[src/rtl/asel_pkg.sv]
package asel_pkg;
  typedef enum logic [1:0] {
    OP_TOUCH = 2'd0,
    OP_MISS  = 2'd1,
    OP_PROMO = 2'd2,
    OP_RSVD  = 2'd3
  } asel_op_e;

  typedef enum logic [1:0] {
    CS_MOVE  = 2'd0,
    CS_SWAP  = 2'd1,
    CS_EVICT = 2'd2,
    CS_NEWV  = 2'd3
  } asel_case_e;
endpackage

[src/rtl/asel_plru.sv]
module asel_plru #(
  parameter int NUM_WAYS = 16,
  parameter int NUM_FULL = 12,
  localparam int WAY_W = $clog2(NUM_WAYS)
) (
  input  logic             clk,
  input  logic             rst_n,
  input  logic             upd_en,
  input  logic [WAY_W-1:0] upd_way,
  output logic [WAY_W-1:0] vict_any,
  output logic [WAY_W-1:0] vict_full
);
  // heap-indexed tree: node n has children 2n and 2n+1
  logic [NUM_WAYS-1:1] tree_q, tree_d;

  function automatic logic [WAY_W-1:0] walk(input logic [NUM_WAYS-1:1] t,
                                            input logic only_full);
    logic [WAY_W-1:0] node, pfx;
    logic d;
    node = WAY_W'(1);
    pfx  = '0;
    for (int l = 0; l < WAY_W; l++) begin
      d = t[node];
      // lowest way of the chosen subtree decides whether it holds a full way
      if (only_full && ((int'({pfx[WAY_W-2:0], d}) << (WAY_W-1-l)) >= NUM_FULL))
        d = ~d;
      pfx  = {pfx[WAY_W-2:0], d};
      node = {node[WAY_W-2:0], d};
    end
    return pfx;
  endfunction

  assign vict_any  = walk(tree_q, 1'b0);
  assign vict_full = walk(tree_q, 1'b1);

  always_comb begin
    logic [WAY_W-1:0] node;
    logic b;
    tree_d = tree_q;
    node   = WAY_W'(1);
    for (int l = 0; l < WAY_W; l++) begin
      b            = upd_way[WAY_W-1-l];
      tree_d[node] = ~b;
      node         = {node[WAY_W-2:0], b};
    end
  end

  always_ff @(posedge clk) begin
    if (!rst_n)      tree_q <= '0;
    else if (upd_en) tree_q <= tree_d;
  end
endmodule

[src/rtl/asel_promo_pick.sv]
module asel_promo_pick #(
  parameter int NUM_WAYS = 16,
  parameter int NUM_FULL = 12,
  localparam int WAY_W = $clog2(NUM_WAYS)
) (
  input  logic [NUM_FULL-1:0] full_valid,
  input  logic [NUM_FULL-1:0] full_one,
  output logic                vac_hit,
  output logic [WAY_W-1:0]    vac_way,
  output logic                one_hit,
  output logic [WAY_W-1:0]    one_way
);
  // scan downward so the lowest qualifying way is the last one written
  always_comb begin
    vac_hit = 1'b0;
    vac_way = '0;
    one_hit = 1'b0;
    one_way = '0;
    for (int w = NUM_FULL-1; w >= 0; w--) begin
      if (!full_valid[w]) begin
        vac_hit = 1'b1;
        vac_way = WAY_W'(w);
      end
      if (full_valid[w] && full_one[w]) begin
        one_hit = 1'b1;
        one_way = WAY_W'(w);
      end
    end
  end
endmodule

[src/rtl/asel_set_selector.sv]
module asel_set_selector
  import asel_pkg::*;
#(
  parameter int NUM_WAYS   = 16,
  parameter int NUM_SINGLE = 4,
  localparam int WAY_W     = $clog2(NUM_WAYS),
  localparam int NUM_FULL  = NUM_WAYS - NUM_SINGLE
) (
  input  logic                clk,
  input  logic                rst_n,
  input  logic                req_valid,
  input  logic [1:0]          req_op,
  input  logic [WAY_W-1:0]    req_way,
  input  logic [NUM_WAYS-1:0] way_valid,
  input  logic [NUM_FULL-1:0] full_one,
  output logic                rsp_valid,
  output logic [1:0]          rsp_case,
  output logic [WAY_W-1:0]    rsp_way,
  output logic                rsp_evict
);
  logic             upd_en;
  logic [WAY_W-1:0] upd_way;
  logic [WAY_W-1:0] vict_any, vict_full;
  logic             vac_hit, one_hit;
  logic [WAY_W-1:0] vac_way, one_way;
  logic             nxt_valid, nxt_evict;
  asel_case_e       nxt_case;
  logic [WAY_W-1:0] nxt_way;

  asel_plru #(.NUM_WAYS(NUM_WAYS), .NUM_FULL(NUM_FULL)) u_plru (
    .clk      (clk),
    .rst_n    (rst_n),
    .upd_en   (upd_en),
    .upd_way  (upd_way),
    .vict_any (vict_any),
    .vict_full(vict_full)
  );

  asel_promo_pick #(.NUM_WAYS(NUM_WAYS), .NUM_FULL(NUM_FULL)) u_pick (
    .full_valid(way_valid[NUM_FULL-1:0]),
    .full_one  (full_one),
    .vac_hit   (vac_hit),
    .vac_way   (vac_way),
    .one_hit   (one_hit),
    .one_way   (one_way)
  );

  always_comb begin
    upd_en    = 1'b0;
    upd_way   = req_way;
    nxt_valid = 1'b0;
    nxt_case  = CS_NEWV;
    nxt_way   = '0;
    nxt_evict = 1'b0;
    if (req_valid) begin
      unique case (asel_op_e'(req_op))
        OP_TOUCH: upd_en = 1'b1;
        OP_MISS: begin
          nxt_valid = 1'b1;
          nxt_case  = CS_NEWV;
          nxt_way   = vict_any;
          nxt_evict = way_valid[vict_any];
          upd_en    = 1'b1;
          upd_way   = vict_any;
        end
        OP_PROMO: begin
          nxt_valid = 1'b1;
          if (vac_hit) begin
            nxt_case = CS_MOVE;
            nxt_way  = vac_way;
          end else if (one_hit) begin
            nxt_case = CS_SWAP;
            nxt_way  = one_way;
          end else begin
            nxt_case  = CS_EVICT;
            nxt_way   = vict_full;
            nxt_evict = 1'b1;
          end
          upd_en  = 1'b1;
          upd_way = nxt_way;
        end
        default: ;
      endcase
    end
  end

  always_ff @(posedge clk) begin
    if (!rst_n) begin
      rsp_valid <= 1'b0;
      rsp_case  <= 2'b00;
      rsp_way   <= '0;
      rsp_evict <= 1'b0;
    end else begin
      rsp_valid <= nxt_valid;
      if (nxt_valid) begin
        rsp_case  <= nxt_case;
        rsp_way   <= nxt_way;
        rsp_evict <= nxt_evict;
      end
    end
  end
endmodule

[config.mk]
export PLATFORM = sky130hd
export DESIGN_NAME = asel_set_selector
export DESIGN_NICKNAME = d
export VERILOG_FILES = /design/src/rtl/asel_pkg.sv /design/src/rtl/asel_plru.sv /design/src/rtl/asel_promo_pick.sv /design/src/rtl/asel_set_selector.sv
export SDC_FILE = /design/constraint.sdc
export NUM_CORES = 1
export LEC_CHECK = 0
export ABC_CLOCK_PERIOD_IN_PS = 6950
export CAP_MARGIN = 20
export CORE_MARGIN = 2
export CORE_UTILIZATION = 45
export CTS_BUF_LIST = sky130_fd_sc_hd__clkbuf_2
export CTS_CLUSTER_SIZE = 40
export DETAILED_ROUTE_END_ITERATION = 10
export DONT_BUFFER_PORTS = 1
export GPL_ROUTABILITY_DRIVEN = 0
export PLACE_DENSITY = 0.62
export SYNTH_ARGS = -nofsm -noshare
export SYNTH_HDL_FRONTEND = slang
export SYNTH_SLANG_ARGS = --single-unit
[constraint.sdc]
create_clock -name clk -period 6.95 [get_ports clk]
set_input_delay 1.39 -clock clk [delete_from_list [all_inputs] [get_ports clk]]
set_output_delay 1.39 -clock clk [all_outputs]
set_load 0.005 [all_outputs]
**Yosys cells after proc, flatten, opt, wreduce, memory -nomap -nowiden**

Cells that the tools add are included.

- Flip-flop bits (word level): 23
- Input port bits: 37
- Output and inout port bits: 8
- Logic and storage cells: 143

- $lt $le $gt $ge: 17
- Eq/ne operators: 2
- Muxes and demuxes: 93
- Bitwise gates (word level): 8
- Reduce and logical (&&, ||, !) cells: 18

Operators with widths:

| cell | count |
|---|---|
| 4-bit two-way mux | 28 |
| 1-bit two-way mux | 47 |
| 15-bit bitwise mux | 3 |
| 4-bit by 5-bit < comparator with 1-bit output (second input constant) | 4 |
| 4-bit greater-or-equal comparator (second input constant) | 4 |
| 4-bit case mux with 2 select lines | 2 |
| 1-bit logical AND | 15 |
| 2-bit by 5-bit < comparator with 1-bit output (second input constant) | 3 |
| 3-bit by 5-bit < comparator with 1-bit output (second input constant) | 3 |
| 2-bit two-way mux | 4 |
| 1-bit NOT | 8 |
| 1-bit binary-select mux with 3-bit select | 2 |
| 1-bit binary-select mux with 2-bit select | 2 |
| 1-bit binary-select mux with 4-bit select | 1 |
| 4-bit by 1-bit greater-or-equal comparator with 1-bit output (second input constant) | 1 |
| 1-bit demux with 3-bit select | 1 |
| 3-bit by 1-bit greater-or-equal comparator with 1-bit output (second input constant) | 1 |
| 3-bit OR reduction | 1 |
| 1-bit demux with 2-bit select | 1 |
| 2-bit by 1-bit equality test with 1-bit output (second input constant) | 1 |
| 2-bit equality test (second input constant) | 1 |
| 2-bit by 1-bit greater-or-equal comparator with 1-bit output (second input constant) | 1 |
| 2-bit logical NOT | 1 |
| 1-bit case mux with 2 select lines | 1 |
| 2 further kinds | 2 |

**Depth between registers and ports, before layout**

- Depth after elaboration: 25
- Mapped depth: 10

**Modules after synthesis**

A second synthesis with hierarchy kept.

- Cells, all modules: 200
- Area, all modules: 1681.6 sq um

By module, submodules not included:

| module | instances | cells an instance | area an instance (sq um) | sequential area each (sq um) |
|---|---|---|---|---|
| asel_plru | 1 | 85 | 758.2 | 300.3 |
| asel_set_selector | 1 | 63 | 629.4 | 160.2 |
| asel_promo_pick | 1 | 52 | 294.0 | 0.0 |

**Least setup slack after synthesis**

Ideal clock, no wire load.

- Path kind: input-to-reg
- Start: in req_op[0]
- End: reg u_plru.tree_q[12] (netlist name)
- Setup time: 0.129 ns
- Arrival: 3.307 ns
- Slack: 3.514 ns
- Stages: 9
- Cell sequence: inv_1 -> ha_1 -> and3b_1 -> buf_1 -> a22o_1 -> a221oi_1 -> nor3b_2 -> nand2_1 -> mux2i_1

- Word-level cells in the longest chain between the ends: 8
- Elaborated cells between the ends (all ways): 19
- Those cells by class: order compare (2); eq/ne (2); mux (9); bitwise (3); reduce/logical (3)

RTL lines:

| element | line | source |
|---|---|---|
| start, declared | asel_set_selector.sv:12 | `input logic [1:0] req_op,` |
| 2-bit equality test / 2-bit by 1-bit equality test with 1-bit output (equally long branches) | asel_set_selector.sv:56 | `unique case (asel_op_e'(req_op))` |
| 4-bit case mux with 2 select lines | asel_set_selector.sv:56 |  |
| 4-bit two-way mux | asel_set_selector.sv:55 | `if (req_valid) begin` |
| 4-bit by 5-bit < comparator with 1-bit output (not written as such) / 4-bit by 1-bit greater-or-equal comparator with 1-bit output (equally long branches) | asel_plru.sv:43 | `tree_d[node] = ~b;` |
| 1-bit logical AND (not written as such) | asel_plru.sv:43 |  |
| 1-bit two-way mux (not written as such) | asel_plru.sv:43 |  |
| 1-bit demux with 3-bit select | asel_plru.sv:43 |  |
| 15-bit bitwise mux | asel_plru.sv:43 |  |
| end signal, assigned | asel_plru.sv:50 | `else if (upd_en) tree_q <= tree_d;` |
| end, declared | asel_plru.sv:14 | `logic [NUM_WAYS-1:1] tree_q, tree_d;` |

Several ways; a longest one is shown, not always the timed one.
A chain may end at the register's enable or synchronous reset.

**Worst setup path after layout**

- Start: in req_op[0]
- End: reg u_plru.tree_q[6] (netlist name)

- Word-level cells in the longest chain between the ends: 9
- Elaborated cells between the ends (all ways): 19
- Those cells by class: order compare (2); eq/ne (2); mux (9); bitwise (3); reduce/logical (3)

RTL lines:

| element | line |
|---|---|
| 2-bit equality test / 2-bit by 1-bit equality test with 1-bit output (equally long branches) | asel_set_selector.sv:56 |
| 4-bit case mux with 2 select lines | asel_set_selector.sv:56 |
| 4-bit two-way mux | asel_set_selector.sv:55 |
| 3-bit by 5-bit < comparator with 1-bit output (not written as such) / 3-bit by 1-bit greater-or-equal comparator with 1-bit output (equally long branches) | asel_plru.sv:43 |
| 1-bit logical AND (not written as such) | asel_plru.sv:43 |
| 1-bit two-way mux (not written as such) | asel_plru.sv:43 |
| 1-bit demux with 2-bit select | - |
| 15-bit bitwise mux (2 in a row) | asel_plru.sv:43 |

Several ways; a longest one is shown, not always the timed one.

==> flow_metrics.py <==
metrics = {
    "yosys": {
        "yosys.cell_types.count": 57,
        "ys_ff_latch": 23,
        "synth_cells": 210,
        "synth_area_um2": 1760,
        "syn_nets": 250,
        "yosys-top-cells-area": "dfxtp_1 26%, mux2i_1 12%, nand2_1 7.5%, nor2b_1 5.3%, nand2b_1 3.2%",
        "ys.flop_type": "dfxtp_1",
        "synth_top_area_cell": "dfxtp_1",
        "synth_edf_count": 0,
        "synthTopCellsByCount": "35 x nand2_1, 23 x dfxtp_1, 21 x mux2i_1, 15 x nor2b_1, 9 x nand2b_1",
        "synthArstFlopShare_pct": 0,
        "yosysMostFrequentCell": "nand2_1",
        "yosysWarnings": 0,
        "avgSynthCellArea_um2": 8.39,
        "ys_seq_area_share_pct": 26.1,
        "synth_top_area_share_pct": 26.1,
    },
    "timing": {
        "tns_ns": 0,
        "final.min_clock_period_ns": 3.29,
        "fin_crit_sh_pct": 47.3,
        "hold_viol_final": 0,
        "drv_slew": 0,
        "worst_slack_ns": 3.66,
        "relSlewSlack_pct": 52.6,
        "rsz0062_at_grt": "false",
        "setup_viol": 0,
        "tightest_slew_ns": 0.711,
        "fmax_mhz": 304,
        "fin_skew_ns": 0.0199,
    },
    "worst_setup_path": {
        "crit_arrival_ns": 3.57,
        "endpoint_kind": "register",
        "cp.required_ns": 7.23,
        "startpoint_type": "input port",
        "cp_max_fo": 7,
        "critPathKind": "input port to register",
    },
    "drt": {
        "wl_per_cell_um": 17.8,
        "drt_iter0_drc": 135,
        "dr.pass1.iters": 4,
        "route.detailed.drc": 0,
        "vias": 1615,
        "drtAntennaViolNets": 0,
        "viasPerCell": 6.36,
        "routed_wl_mm": 4.52,
    },
    "cells_and_area": {
        "layout-drive-gt1-share_pct": 9.71,
        "area_growth_pct": 2.34,
        "layout.nets": 247,
        "diodes": 0,
        "fillerInstances": 376,
        "stdcell_count": 254,
        "fin_area_um2": 1800,
    },
    "placement": {
        "place_inst": 250,
        "post-place-ws_ns": 3.34,
        "port_buffers": 0,
        "dp.final_hpwl_mm": 3.52,
        "place_area_um2": 1780,
    },
    "power_and_ir_drop": {
        "p_total_mw": 0.259,
        "p_leak_nw": 0.692,
        "powerDensity_nw_per_um2": 144,
        "ir_drop_mv": 0.0737,
    },
    "grt": {
        "grt_pass1_vias": 1527,
        "grt_start_max_net_pins": 27,
        "antenna_found_initial": 0,
        "grt_pass1_wl_mm": 7.58,
        "gr-total-overflow": 0,
        "track_usage_pct": 22.4,
    },
    "clocking": {
        "cts-root-buf": "clkbuf_2",
        "h-tree-depth": 1,
        "clk_latency_ns": 0.36,
        "cts_buffer_depth": 2,
        "cts_made_buffers": 3,
        "holdBufCountCts": 0,
        "clk_pin_slew_ns": 0.22,
        "clkSinkCount": 23,
        "cts_setup_buffers": 0,
        "cts_tree": "done",
        "postCtsResizedCells": 0,
    },
    "run": {
        "max_cap_viol_count": 0,
    },
    "floorplanning": {
        "core_um2": 3720,
        "dieArea_um2": 4430,
        "die_w_um": 66.6,
        "fp.dieH_um": 66.6,
        "start_util_pct": 47.4,
        "core.rowCount": 22,
        "pin_count": 45,
    },
    "hold_path": {
        "min_path_type": "register to register",
    },
    "run_status": {
        "status": "finished clean",
    },
}
[worst paths after layout]
path | startpoint | end | slack, ns | depth (start not counted)
worst min register to register | u_plru.tree_q[14] | u_plru.tree_q[14] | 0.48 | 2
worst max register to register | u_plru.tree_q[1] | u_plru.tree_q[6] | 4.22 | 7
worst max-delay path | req_op[0] | u_plru.tree_q[6] | 3.66 | 8
worst min-delay path | u_plru.tree_q[14] | u_plru.tree_q[14] | 0.48 | 2
[cells in the final DEF, fill, tap and decap left out, types with 5 or more instances in the layout]
cell type  synthesis  final
nand3_1            6      6
a22o_1             5      5
nor2_1             7      7
nor2b_1           15     15
nand2_1           35     35
a21oi_1            6      6
o21ai_0            8      8
mux2i_1           21     21
nand2b_1           9      9
dfxtp_1           23     23
[worst max-delay path, cell delays in order]
cell	delay (ns)
inv_1	0.03
ha_1	0.32
and3b_1	0.28
a22o_1	0.28
a221oi_1	0.57
nor3b_2	0.37
nand2_1	0.12
a21boi_0	0.22
[cell type report]
| type | count | area (µm²) | area share [%] |
|---|---|---|---|
| multi-input combinational | 176 | 1250 | 69.4 |
| clock inverter | 1 | 5.00 | 0.277 |
| sequential | 23 | 460 | 25.5 |
| inverter | 3 | 11.3 | 0.624 |
| clock buffer | 3 | 15.0 | 0.832 |
| tap | 48 | 60.1 | 3.33 |
[through the flow]
stage / utilization, % / hold WS, ns
detailed placement: 48.0 / 0.453
global placement: 48.0 / 0.445
floorplan: - / 0.438
CTS: 48.6 / 0.479
global route: 48.6 / 0.504
finish: 48.6 / 0.477
[routing by layer]
layer / wire length (µm) / share of wire [%] / vias up / GRT usage (%)
li1: - / - / 774 / -
met1: 2110 / 47 / 773 / 31.2
met2: 1970 / 44 / 63 / 35.0
met3: 405 / 9.0 / 5 / 4.73
met4: 38 / 0.84 / 0 / 5.61
met5: 0 / 0 / - / 0
[sequential cells by signal (all words and copies together), names as in the netlist]
signal,cells
rsp_evict,1
rsp_valid,1
rsp_case,2
u_plru.tree_q,15
rsp_way,4
[power by group]
part	switching, mW	internal [mW]	leakage, nW	total (mW)
logic	0.0306	0.0273	0.489	0.0578
registers	0.00647	0.138	0.187	0.144
clock network	0.0443	0.0131	0.0164	0.0574
total	0.0814	0.178	0.692	0.259
[logic make-up (layout without fill, tap and decap cells)]
group,Yosys count,count (layout),synth area share (%)
AND/OR/NAND/NOR,95,95,30.2
AO/OA/AOI/OAI,55,55,24.9
multiplexers,23,23,13.8
flip-flops,23,23,26.1
buffers and inverters,11,7,2.84
adder cells (fa/ha/maj),3,3,2.13
Power figures use the tool's default switching activity.
